### config.mk
export PLATFORM = sky130hd
export DESIGN_NAME = acc_core
export DESIGN_NICKNAME = d
export VERILOG_FILES = /design/src/rtl/acc_pkg.sv /design/src/rtl/acc_decode.sv /design/src/rtl/acc_alu.sv /design/src/rtl/acc_core.sv
export SDC_FILE = /design/constraint.sdc
export NUM_CORES = 1
export LEC_CHECK = 0
export ABC_AREA = 1
export BUFFER_PORTS_ARGS = -buffer_cell sky130_fd_sc_hd__buf_2
export CAP_MARGIN = 20
export CORE_ASPECT_RATIO = 0.6
export CORE_MARGIN = 1.5
export CORE_UTILIZATION = 37
export CTS_CLUSTER_SIZE = 28
export DETAILED_ROUTE_END_ITERATION = 10
export PLACE_DENSITY = 0.56
export SYNTH_ARGS = -nofsm -noshare
export SYNTH_HDL_FRONTEND = slang
export SYNTH_HIERARCHICAL = 1
export SYNTH_SLANG_ARGS = --single-unit
### constraint.sdc
create_clock -name clk -period 2.35 [get_ports clk]
set_clock_uncertainty 0.05 [all_clocks]
set_input_delay 0 -clock clk [delete_from_list [all_inputs] [get_ports clk]]
set_output_delay 0 -clock clk [all_outputs]
set_load 0.05 [all_outputs]
### src/rtl/acc_pkg.sv
package acc_pkg;
  localparam int OPW = 4;

  localparam logic [OPW-1:0] OP_LDA_IN  = 4'd1;
  localparam logic [OPW-1:0] OP_MOV_RA  = 4'd2;
  localparam logic [OPW-1:0] OP_ST_R    = 4'd3;
  localparam logic [OPW-1:0] OP_ST_A    = 4'd4;
  localparam logic [OPW-1:0] OP_LDR_IN  = 4'd5;
  localparam logic [OPW-1:0] OP_LDA_IN2 = 4'd6;
  localparam logic [OPW-1:0] OP_ADD     = 4'd7;
  localparam logic [OPW-1:0] OP_OR      = 4'd8;
  localparam logic [OPW-1:0] OP_AND     = 4'd9;
  localparam logic [OPW-1:0] OP_NOT     = 4'd10;

  typedef enum logic [2:0] {
    ASRC_HOLD, ASRC_IN, ASRC_ADD, ASRC_OR, ASRC_AND, ASRC_NOT
  } a_src_e;

  typedef enum logic [1:0] {
    RSRC_HOLD, RSRC_IN, RSRC_ACC
  } r_src_e;

  typedef enum logic [1:0] {
    OSRC_NONE, OSRC_REG, OSRC_ACC
  } o_src_e;

  typedef struct packed {
    a_src_e a_src;
    r_src_e r_src;
    o_src_e o_src;
  } ctl_t;
endpackage

### src/rtl/acc_decode.sv
module acc_decode
  import acc_pkg::*;
(
  input  logic           valid,
  input  logic [OPW-1:0] op,
  output ctl_t           ctl
);
  always_comb begin
    ctl = '{a_src: ASRC_HOLD, r_src: RSRC_HOLD, o_src: OSRC_NONE};
    if (valid) begin
      case (op)
        OP_LDA_IN, OP_LDA_IN2: ctl.a_src = ASRC_IN;
        OP_MOV_RA:             ctl.r_src = RSRC_ACC;
        OP_ST_R:               ctl.o_src = OSRC_REG;
        OP_ST_A:               ctl.o_src = OSRC_ACC;
        OP_LDR_IN:             ctl.r_src = RSRC_IN;
        OP_ADD:                ctl.a_src = ASRC_ADD;
        OP_OR:                 ctl.a_src = ASRC_OR;
        OP_AND:                ctl.a_src = ASRC_AND;
        OP_NOT:                ctl.a_src = ASRC_NOT;
        default:               ;
      endcase
    end
  end
endmodule

### src/rtl/acc_alu.sv
module acc_alu
  import acc_pkg::*;
#(
  parameter int DW = 8
) (
  input  a_src_e        sel,
  input  logic [DW-1:0] acc,
  input  logic [DW-1:0] gpr,
  input  logic [DW-1:0] din,
  output logic [DW-1:0] y
);
  logic [DW-1:0] sum;

  assign sum = acc + gpr;

  always_comb begin
    case (sel)
      ASRC_IN:  y = din;
      ASRC_ADD: y = sum;
      ASRC_OR:  y = acc | gpr;
      ASRC_AND: y = acc & gpr;
      ASRC_NOT: y = ~acc;
      default:  y = acc;
    endcase
  end
endmodule

### src/rtl/acc_core.sv
module acc_core
  import acc_pkg::*;
#(
  parameter int DW = 8
) (
  input  logic           clk,
  input  logic           rst_n,
  input  logic           op_valid,
  input  logic [OPW-1:0] opcode,
  input  logic [DW-1:0]  din,
  output logic [DW-1:0]  dout,
  output logic           dout_valid
);
  ctl_t          ctl;
  logic [DW-1:0] acc_q, reg_q;
  logic [DW-1:0] acc_d, reg_d, out_d;
  logic          acc_en, reg_en, out_en;

  acc_decode u_dec (
    .valid (op_valid),
    .op    (opcode),
    .ctl   (ctl)
  );

  acc_alu #(.DW(DW)) u_alu (
    .sel (ctl.a_src),
    .acc (acc_q),
    .gpr (reg_q),
    .din (din),
    .y   (acc_d)
  );

  always_comb begin
    acc_en = (ctl.a_src != ASRC_HOLD);
    reg_en = (ctl.r_src != RSRC_HOLD);
    out_en = (ctl.o_src != OSRC_NONE);
    reg_d  = (ctl.r_src == RSRC_IN) ? din : acc_q;
    out_d  = (ctl.o_src == OSRC_REG) ? reg_q : acc_q;
  end

  always_ff @(posedge clk or negedge rst_n) begin
    if (!rst_n)      acc_q <= '0;
    else if (acc_en) acc_q <= acc_d;
  end

  always_ff @(posedge clk or negedge rst_n) begin
    if (!rst_n)      reg_q <= '0;
    else if (reg_en) reg_q <= reg_d;
  end

  always_ff @(posedge clk or negedge rst_n) begin
    if (!rst_n)      dout <= '0;
    else if (out_en) dout <= out_d;
  end

  always_ff @(posedge clk or negedge rst_n) begin
    if (!rst_n) dout_valid <= 1'b0;
    else        dout_valid <= out_en;
  end
endmodule

==> flow_summary.json <==
{
  "synth_cell_type_count": 29,
  "worstSetupStartpointType": "flop",
  "synthCells": 312,
  "clockBufferDepth": 2,
  "cellPowerDensity_nw_per_um2": 773,
  "drtAntennaViolNets": 0,
  "synth_warnings": 6,
  "portBuffers": 23,
  "ctsResizeCount": 0,
  "critPathArrivalTime_ns": 2.12,
  "die_x_microns": 101,
  "status": "completed",
  "hold-worst-slack_ns": 0.200,
  "worstPathRequired_ns": 2.52,
  "synth_compound_area_share_pct": 6.76,
  "drc": 0,
  "grt_first_pass_wirelength_microns": 9100,
  "initial_core_util_pct": 38.2,
  "core_area_sq_um": 5570,
  "antenna_found_initial": 0,
  "seq_area_sq_um": 626,
  "maxCapViolations": 0,
  "worst_setup_path_end_kind": "flop",
  "hold_violations": 0,
  "ir_drop_uv": 311,
  "first_global_vias": 1821,
  "crit_path_max_fanout": 6,
  "final_common_cell": "nand2_1",
  "synth_area_sq_um": 2130,
  "nets": 385,
  "fillCellCount": 613,
  "synth_xor_area_share_pct": 0,
  "ys_seq_area_share_pct": 29.4,
  "drive_above_1_share_pct": 15.3,
  "numCtsBuffers": 3,
  "place_congestion": 0.827,
  "track_usage_pct": 19.2,
  "clk_latency_ns": 0.27,
  "r2r_slack_ns": 0.40,
  "crit_type": "reg2reg",
  "avgRoutedWirePerCell_microns": 12.8,
  "multiInputGateArea_sq_um": 1290,
  "worst_slew_pin_slew_ns": 0.566,
  "setup_viol": 0,
  "cts_tree": "done",
  "relSlewSlack_pct": 62.3,
  "min_period_ns": 1.95,
  "vias_per_cell": 4.95,
  "leakage_nw": 1.30,
  "dieArea_sq_um": 6230,
  "drv_slew": 0,
  "hpwl_microns": 4500,
  "grt-ovfl-total": 0,
  "mostFrequentLayoutCells": "nand2_1 (99), nand3_1 (60), inv_1 (42)",
  "finalCritPeriodShare_pct": 82.9,
  "syn_avg_cell_area_sq_um": 6.82,
  "diodes": 0,
  "cts_sinks": 25,
  "pin_count": 24,
  "htreeDepth": 1,
  "drtIter0Drc": 115,
  "grt_max_degree": 26,
  "synthMuxAreaShare_pct": 0,
  "drtPass1Iterations": 4,
  "hold_path_class": "in2async",
  "root_buffer": "clkbuf_8",
  "synth_top_family_by_area": "simple AND/OR/NAND/NOR gates",
  "syn-num-nets": 344,
  "die_y_microns": 61.7,
  "p_total_mw": 1.94,
  "drt_wl_total_microns": 5540,
  "yosys.area_share.adder_pct": 10.4,
  "num_vias": 2140,
  "clk_pin_slew_worst_paths_ns": 0.09,
  "rows": 21,
  "fmax_mhz": 513,
  "area_growth_pct": 17.7,
  "synth_seq_cells": 25,
  "rsz0062_at_grt": "no",
  "synth-simple-area-share_pct": 43.2,
  "setup_tns_ns": 0
}
[flip-flops by register name (all words and copies together), names as in the netlist]
name	count
reg_q	8
dout_valid	1
dout	8
acc_q	8
[final cells by class]
class                      instances  area share, %
clock buffer                       3           1.65
clock inverter                     1          0.200
inverter                          47           7.05
multi-input combinational        236           51.5
sequential                        25           25.0
tap                               80           4.00
timing repair buffer              40           10.6
[metrics by stage]
stage	util (%)	instance area (sq um)	cells	worst slack, ns
floorplan	-	2130	312	0.471
global placement	42.5	2370	419	0.448
detailed placement	42.5	2370	419	0.447
CTS	44.9	2500	432	0.419
global route	44.9	2500	432	0.231
finish	44.9	2500	432	0.402
[critical path, stage by stage (launching register included)]
cell and delay, ns:
dfrtp_1 0.47, inv_1 0.09, ha_1 0.39, nand2_1 0.13, inv_1 0.05, a21oi_1 0.22, nand2_1 0.08, nand2_1 0.06
nand3_1 0.08, a21oi_1 0.15, nand2_1 0.07, nand2_1 0.05
[worst paths after layout]
check | endpoint | start | cells after the start
worst max-delay path | acc_q[7] | acc_q[5] | 11
worst min-delay path | dout[4] | rst_n | 2
worst max register to register | acc_q[7] | acc_q[5] | 11
worst min register to register | dout[1] | dout[1] | 2
max in group asynchronous | dout_valid | rst_n | 2
min in group clk | dout[6] | opcode[0] | 5
[synthesized netlist by cell type]
library cell / number / share of area, %
a21oi_1: 9 / 2.1
and2_1: 1 / 0.29
buf_4: 1 / 0.35
buf_6: 3 / 1.6
dfrtp_1: 25 / 29
fa_1: 1 / 0.94
ha_1: 16 / 9.4
inv_1: 42 / 7.4
inv_2: 5 / 0.88
nand2_1: 99 / 17
nand2_2: 1 / 0.29
nand2_4: 1 / 0.53
nand3_1: 60 / 14
nand3b_1: 2 / 0.71
nand4_1: 1 / 0.29
nor2_1: 18 / 3.2
nor2_2: 2 / 0.59
nor2_8: 3 / 2.8
nor3_1: 1 / 0.24
nor3_2: 1 / 0.47
nor3_4: 1 / 0.76
nor4_1: 1 / 0.29
o211ai_1: 6 / 2.1
o211ai_2: 1 / 0.59
o21ai_0: 4 / 0.94
o22ai_1: 2 / 0.59
o2bb2ai_1: 1 / 0.41
or2_0: 1 / 0.29
or2_2: 3 / 0.88
[cell families after synthesis]
logic type,after synthesis
AOI/OAI and AO/OA,23
adders and majority gates,17
and+or+nand+nor,196
buffers and inverters,51
DFF,25
[power breakdown]
group | leakage (nW) | switching (mW) | internal [mW]
Sequential | 0.328 | 0.161 | 0.568
Clock | 0.0255 | 0.138 | 0.119
Combinational | 0.943 | 0.613 | 0.337
[what timing repair did]
| action | in CTS | in global routing |
|---|---|---|
| hold buffers | 9 | 0 |
| endpoints found under the hold margin | 33 | 0 |
| setup buffers | 0 | 0 |
[routing by layer]
metal	global-route usage [%]	part of all wire, %	vias to the layer above
met5	0	0	-
met4	2.01	0	0
met3	2.68	4.1	0
met2	29.6	43	44
met1	29.5	53	1015
li1	-	-	1081
Note: power is estimated with default switching activity, not from simulation.
